**config.mk**
```make
export PLATFORM = sky130hd
export DESIGN_NAME = strap_probe
export DESIGN_NICKNAME = d
export VERILOG_FILES = /design/src/rtl/strap_probe_pkg.sv /design/src/rtl/strap_probe_ctrl.sv /design/src/rtl/strap_probe_dp.sv /design/src/rtl/strap_probe.sv
export SDC_FILE = /design/constraint.sdc
export NUM_CORES = 1
export LEC_CHECK = 0
export ABC_AREA = 1
export BUFFER_PORTS_ARGS = -buffer_cell sky130_fd_sc_hd__buf_2
export CORE_AREA = 5 5 68 70
export DETAILED_ROUTE_END_ITERATION = 12
export DIE_AREA = 0 0 73 75
export MAX_ROUTING_LAYER = met4
export PLACE_DENSITY_LB_ADDON = 0.1
export SLEW_MARGIN = 20
export SYNTH_ARGS = -nofsm -noshare
export SYNTH_HDL_FRONTEND = slang
export SYNTH_SLANG_ARGS = --single-unit
```
**constraint.sdc**
```tcl
create_clock -name clk -period 3.05 [get_ports clk]
set_input_delay 0.1525 -clock clk [delete_from_list [all_inputs] [get_ports clk]]
set_output_delay 0.1525 -clock clk [all_outputs]
set_load 0.01 [all_outputs]
```
**src/rtl/strap_probe_pkg.sv**
```systemverilog
package strap_probe_pkg;

  typedef enum logic [1:0] {
    RES_ZERO  = 2'b00,
    RES_ONE   = 2'b01,
    RES_FLOAT = 2'b10
  } strapResultT;

  typedef enum logic [1:0] {
    S_IDLE = 2'd0,
    S_UP   = 2'd1,
    S_DN   = 2'd2
  } probeStateT;

  // strobes from control to datapath
  typedef struct packed {
    logic go;     // accepted start: load counter, enable pull-up
    logic endUp;  // last pull-up cycle: take high sample, switch to pull-down
    logic endDn;  // last pull-down cycle: classify, set final pull
  } ctrlStrobesT;

  function automatic strapResultT classify(input logic hiSample, input logic loSample);
    if (hiSample && loSample)        return RES_ONE;
    else if (!hiSample && !loSample) return RES_ZERO;
    else                             return RES_FLOAT;
  endfunction

endpackage

```
**src/rtl/strap_probe_ctrl.sv**
```systemverilog
module strap_probe_ctrl
  import strap_probe_pkg::*;
(
  input  logic        clk,
  input  logic        rstN,
  input  logic        start,
  input  logic        cntLast,
  output ctrlStrobesT strb,
  output logic        busy,
  output logic        done
);

  probeStateT stateQ, stateD;
  logic       doneQ;

  always_comb begin
    strb.go    = (stateQ == S_IDLE) && start;
    strb.endUp = (stateQ == S_UP) && cntLast;
    strb.endDn = (stateQ == S_DN) && cntLast;
  end

  always_comb begin
    stateD = stateQ;
    unique case (stateQ)
      S_IDLE: if (start)   stateD = S_UP;
      S_UP:   if (cntLast) stateD = S_DN;
      S_DN:   if (cntLast) stateD = S_IDLE;
      default:             stateD = S_IDLE;
    endcase
  end

  always_ff @(posedge clk or negedge rstN) begin
    if (!rstN) begin
      stateQ <= S_IDLE;
      doneQ  <= 1'b0;
    end else begin
      stateQ <= stateD;
      doneQ  <= strb.endDn;
    end
  end

  assign busy = (stateQ != S_IDLE);
  assign done = doneQ;

  // done lasts one cycle only
  assert_done_pulse_R7: assert property (@(posedge clk) disable iff (!rstN)
    doneQ |=> !doneQ);

  // busy is already low when done is seen
  assert_done_idle_R7: assert property (@(posedge clk) disable iff (!rstN)
    doneQ |-> (stateQ == S_IDLE));

  // a running phase holds until its counter expires, whatever start does
  assert_phase_hold_R8: assert property (@(posedge clk) disable iff (!rstN)
    (stateQ != S_IDLE && !cntLast) |=> (stateQ == $past(stateQ)));

endmodule

```
**src/rtl/strap_probe_dp.sv**
```systemverilog
module strap_probe_dp
  import strap_probe_pkg::*;
#(
  parameter int unsigned CNT_W      = 16,
  parameter int unsigned DEF_SETTLE = 625
) (
  input  logic             clk,
  input  logic             rstN,
  input  ctrlStrobesT      strb,
  input  logic             pinLevel,
  input  logic [CNT_W-1:0] settleCycles,
  output logic             cntLast,
  output logic             pullUpEn,
  output logic             pullDnEn,
  output logic [1:0]       result
);

  localparam logic [CNT_W-1:0] DEF_N = CNT_W'(DEF_SETTLE);

  logic [CNT_W-1:0] effN;
  logic [CNT_W-1:0] cntQ;
  logic             hiSampleQ;
  logic             pullUpQ, pullDnQ;
  strapResultT      resultQ, resultD;

  assign effN    = (settleCycles == '0) ? DEF_N : settleCycles;
  assign cntLast = (cntQ == CNT_W'(1));
  assign resultD = classify(hiSampleQ, pinLevel);

  // settle counter
  always_ff @(posedge clk or negedge rstN) begin
    if (!rstN)                        cntQ <= '0;
    else if (strb.go || strb.endUp)   cntQ <= effN;
    else if (cntQ != '0)              cntQ <= cntQ - CNT_W'(1);
  end

  // samples and result
  always_ff @(posedge clk or negedge rstN) begin
    if (!rstN) begin
      hiSampleQ <= 1'b0;
      resultQ   <= RES_ZERO;
    end else begin
      if (strb.endUp) hiSampleQ <= pinLevel;
      if (strb.endDn) resultQ   <= resultD;
    end
  end

  // pull enables, each its own register
  always_ff @(posedge clk or negedge rstN) begin
    if (!rstN) begin
      pullUpQ <= 1'b0;
      pullDnQ <= 1'b0;
    end else if (strb.go) begin
      pullUpQ <= 1'b1;
      pullDnQ <= 1'b0;
    end else if (strb.endUp) begin
      pullUpQ <= 1'b0;
      pullDnQ <= 1'b1;
    end else if (strb.endDn) begin
      pullUpQ <= (resultD == RES_ONE);
      pullDnQ <= (resultD != RES_ONE);
    end
  end

  assign pullUpEn = pullUpQ;
  assign pullDnEn = pullDnQ;
  assign result   = resultQ;

  // pulls mutually exclusive
  assert_pull_excl_R6: assert property (@(posedge clk) disable iff (!rstN)
    !(pullUpQ && pullDnQ));

  // an accepted start enables only the pull-up
  assert_up_phase_R2: assert property (@(posedge clk) disable iff (!rstN)
    strb.go |=> (pullUpQ && !pullDnQ));

  // the pull-down phase reloads the full settle count
  assert_dn_reload_R3: assert property (@(posedge clk) disable iff (!rstN)
    strb.endUp |=> (pullDnQ && cntQ == $past(effN)));

  // final pull agrees with the stored result
  assert_final_pull_R5: assert property (@(posedge clk) disable iff (!rstN)
    strb.endDn |=> (pullUpQ == (resultQ == RES_ONE)) && (pullDnQ != pullUpQ));

endmodule

```
**src/rtl/strap_probe.sv**
```systemverilog
module strap_probe
  import strap_probe_pkg::*;
#(
  parameter int unsigned CYCLES_PER_US = 125,
  parameter int unsigned SETTLE_US     = 5,
  parameter int unsigned CNT_W         = 16
) (
  input  logic             clk,
  input  logic             rstN,
  input  logic             start,
  input  logic             pinLevel,
  input  logic [CNT_W-1:0] settleCycles,
  output logic             pullUpEn,
  output logic             pullDnEn,
  output logic             busy,
  output logic             done,
  output logic [1:0]       result
);

  localparam int unsigned DEF_SETTLE = CYCLES_PER_US * SETTLE_US;

  ctrlStrobesT strb;
  logic        cntLast;

  strap_probe_ctrl uCtrl (
    .clk     (clk),
    .rstN    (rstN),
    .start   (start),
    .cntLast (cntLast),
    .strb    (strb),
    .busy    (busy),
    .done    (done)
  );

  strap_probe_dp #(
    .CNT_W      (CNT_W),
    .DEF_SETTLE (DEF_SETTLE)
  ) uDp (
    .clk          (clk),
    .rstN         (rstN),
    .strb         (strb),
    .pinLevel     (pinLevel),
    .settleCycles (settleCycles),
    .cntLast      (cntLast),
    .pullUpEn     (pullUpEn),
    .pullDnEn     (pullDnEn),
    .result       (result)
  );

endmodule

```
* Word level (Yosys, flattened, before mapping)
Index checks and enable logic that the tools add are counted.
Cells by class: muxes and demuxes 15, add/sub/neg operators 1, equal/unequal tests 8, reductions and logical operators 15
Operators by type and width (number):
- $mux 16 | 3
- $eq 16x1->1 const B | 1
- $logic_not 16->1 | 1
- $reduce_bool 16->1 | 1
- $sub 16x1->16 const B | 1
- $mux 2 | 5
- $mux 1 | 6
- $ne 2x1->1 const B | 3
- $pmux 2 s3 | 1
- $logic_and 1x1->1 | 5
- $eq 2x1->1 const B | 2
- $reduce_bool 2->1 | 2
- $reduce_and 3->1 | 1
- $reduce_bool 3->1 | 1
- $eq 2x2->1 const B | 1
- $logic_not 1->1 | 2
- $logic_not 2->1 | 1
- $ne 2x2->1 const B | 1
- $logic_or 1x1->1 | 1
Word-level totals: register bits after elaboration 24, input port bits 20, output and inout port bits 6, word-level logic and storage cells 46

* Longest topological paths before layout
depth after elaboration 8, mapped depth 10, mapped depth without buffers 10

* By module
A second synthesis with hierarchy kept.
Unflattened totals: cells, all modules 229, area, all modules 1637.8 sq um
Modules (own cells, without submodules):
- strap_probe_dp | seq. area each 525.5 sq um, instances 1, area an instance 1500.2 sq um, cells an instance 211
- strap_probe_ctrl | seq. area each 75.1 sq um, instances 1, area an instance 137.6 sq um, cells an instance 18

* Least setup slack after synthesis
Ideal clock, no wire load.
path type register -> register, from register uDp.cntQ[1], to register uDp.cntQ[4], arrival time 1280 ps, setup slack 1657 ps, period minus slack after synthesis 1393 ps, required time 2937 ps, library setup time 113 ps, path buffers 1, cell stages (with the launch flop) 11, path through dfrtp_1 inv_1 ha_1 nand2_1 nor2_2 nand3_4 nand2_4 buf_6 nand2_1 nand2_1 inv_1
Between the ends: cells in the longest elaborated chain, start to end 4, elaborated cells on any way between the ends 8, classes of those cells 1 x add/sub; 1 x eq/ne; 2 x mux; 4 x reduce/logical
Ends and longest elaborated chain:
- start: declaration | line strap_probe_dp.sv:21 | logic [CNT_W-1:0] cntQ;
- start signal: assignment | line strap_probe_dp.sv:33 | else if (strb.go || strb.endUp) cntQ <= effN;
- start signal: assignment | line strap_probe_dp.sv:34 | else if (cntQ != '0) cntQ <= cntQ - CNT_W'(1);
- parallel branches: the longest is 4 deep, another holds $sub 16x1->16
Parallel ways; which one is timed is not known. The select of a mux whose other input is x is not followed. A chain may end at the register's enable or synchronous reset.

* Worst setup path in the final report
from register uDp.cntQ[5], to register uDp.cntQ[10]
The elaborated chain is that of the path after synthesis.

==> results.yml <==
clock_network:
  numCtsBuffers: 3
  cts.path.max_buffers: 2
  cts_root_buf: "clkbuf_8"
  cts_hold_buffers: 1
  clk_latency_ns: 0.27
  cts.sinks: 24
  post-cts-setup-buffer-count: 0
  htreeDepth: 1
  cts_tree: "done"
  clk_pin_slew_worst_paths_ns: 0.09
  cts.repair.resized: 0
finish:
  utilization: 0.445
  stdcell_area_sq_um: 1740
  finalNetCount: 261
  fillers: 423
  stdcell_count: 285
  multi_input_area_sq_um: 827
  diodes: 0
  register_area_sq_um: 601
  final_layout_size_suffix_gt1_frac: 0.187
  synthToLayoutAreaGrowth_pct: 14.4
power:
  powerDensity_nw_per_um2: 575
  power.leakage_nw: 0.826
  vdd_drop_max_v: 0.000244
  power.total_mw: 1.00
place:
  pre_cts_slack_ns: 1.25
  gp_congestion: 0.799
  dp_hpwl_um: 2680
  placedCellCount: 280
  dpl_cell_area_sq_um: 1680
  numPortBuffers: 25
detailed_routing:
  routedWlPerCell_um: 12.3
  vias_per_cell: 4.68
  drtAntennaViolNets: 0
  initialDrtViolationCount: 38
  postRouteWirelength_um: 3510
  vias: 1335
  drc_errors: 0
  drt-pass1-iter-count: 4
floorplan:
  pin_count: 26
  rows: 23
  die_y_um: 75
  core_area_sq_um: 3910
  die_x_um: 73
  dieArea_sq_um: 5480
  initial_core_util: 0.389
yosys:
  ys_seq_area_frac: 0.395
  syn_area_sq_um: 1520
  synth_edf_count: 0
  syn_nets: 233
  synthArstFlopShare: 1.00
  synthCells: 208
  synth_top_family_by_area: "simple AND/OR/NAND/NOR gates"
  synth_compound_area_frac: 0.0674
  syn_area_per_cell_sq_um: 7.31
  synthXorXnorAreaFrac: 0.0461
  ys_types: 23
  ys.flop_type: "dfrtp_1"
  synth_mux_area_frac: 0
  synth_simple_gate_area_frac: 0.389
  synth-seq-cells: 24
  synth-adder-area-share: 0.0411
  yosys_warnings: 0
global_routing:
  antenna_found_initial: 0
  grt_use_total: 0.153
  grt_pass1_wl_um: 6260
  first_global_vias: 1357
  grt_overflow_total: 0
  grt_start_max_net_pins: 25
sta:
  worst_clock_skew_ns: 0.00468
  max_freq_ghz: 0.557
  setup_viol: 0
  grt_setup_unrepaired: "no"
  worst_pin_slew_ns: 0.558
  hold_violations: 0
  whs_ns: 0.0936
  finalMaxSlewViolations: 0
  slew_headroom: 0.628
  tns_ns: 0
  fin_ws_ns: 1.26
  min_period_ns: 1.79
  post-route-period-util: 0.588
hold_path:
  hp-class: "in -> reg"
worst_setup_path:
  critical_path_class: "reg -> reg"
  crit_arrival_ns: 1.95
  crit_fanout: 24
  worstSetupStartpointType: "register"
  endpoint_kind: "register"
  critPathRequiredTime_ns: 3.21
flow_run:
  maxCapViolations: 0
run_status:
  outcome: "completed"
[final timing paths]
path	startpoint	cells past startpoint	endpoint	slack [ns]
worst max-delay path	uDp.cntQ[5]	8	uDp.cntQ[10]	1.26
worst min-delay path	settleCycles[15]	3	uDp.cntQ[15]	0.09
worst max register to register	uDp.cntQ[5]	8	uDp.cntQ[10]	1.26
worst min register to register	uDp.result[0]	2	uDp.result[0]	0.48
max in group asynchronous	rstN	2	uDp.cntQ[1]	2.28
min in group asynchronous	rstN	2	uDp.cntQ[11]	0.40
[report_power, final]
part	switching, mW	internal, mW
sequential	0.0816	0.396
combinational	0.171	0.133
clock	0.103	0.115
total	0.356	0.644
[Yosys cell counts (all sizes together) (2+ instances only)]
master	instances	share of area
ha	5	0.041
nand4	4	0.016
nand2	66	0.17
nor2	47	0.14
dfrtp	24	0.39
a21oi	5	0.019
buf	3	0.022
or2	2	0.0082
xor2	4	0.023
inv	16	0.039
o21ai	14	0.049
xnor2	4	0.023
nand3	12	0.048
[cell families (layout without fill, tap and decap cells)]
family	after synthesis	count (layout)
AOI/OAI and AO/OA	19	19
xor gates and xnor gates	8	8
DFF	24	24
and+or+nand+nor	133	133
buffers and inverters	19	46
adders and majority gates	5	5
[cell usage in the layout, fill, tap and decap left out]
cell and instances:
nand2_4 1, or2_2 2, o21ai_1 3, inv_1 16, a21oi_1 4, nand2_1 63
nor2_4 3, nor2_1 40, xnor2_1 4, nand3_1 11, nor2_2 4, nand4_1 4
xor2_1 4, clkbuf_8 4, dfrtp_1 24, nand3b_1 1, nand3_4 1, a21oi_2 1
ha_1 5, nor3_1 1, nand2_2 2, dlygate4sd3_1 1, buf_2 25, o21ai_2 1
o21ai_0 10
[worst max-delay path: stages, from the launching register on]
cell,delay [ns]
dfrtp_1,0.41
nor2_1,0.16
nand2_1,0.14
nor2_2,0.17
nand3_4,0.14
nand2_4,0.25
inv_1,0.23
nand3_1,0.12
nand2_1,0.06
[per-layer routing]
metal,vias to the layer above,track usage,routed length (um)
met5,-,-,0
met4,0,0.0430,48
met3,4,0.0254,195
met2,32,0.236,1530
met1,594,0.209,1740
li1,705,-,-
[flip-flops by register name (all words and copies together) (netlist names)]
name	flops
uDp.cntQ	16
uCtrl.stateQ	2
uDp.pullUpEn	1
uCtrl.done	1
uDp.pullDnEn	1
uDp.result	2
uDp.hiSampleQ	1
[cell type report]
class                   count  share of cell area
inverters                  16              0.0345
repair buffers             26              0.0776
multi-input cells         165               0.475
flip-flops and latches     24               0.345
well taps                  50              0.0359
clock buffers               4              0.0316
(Power assumes the default switching activity.)
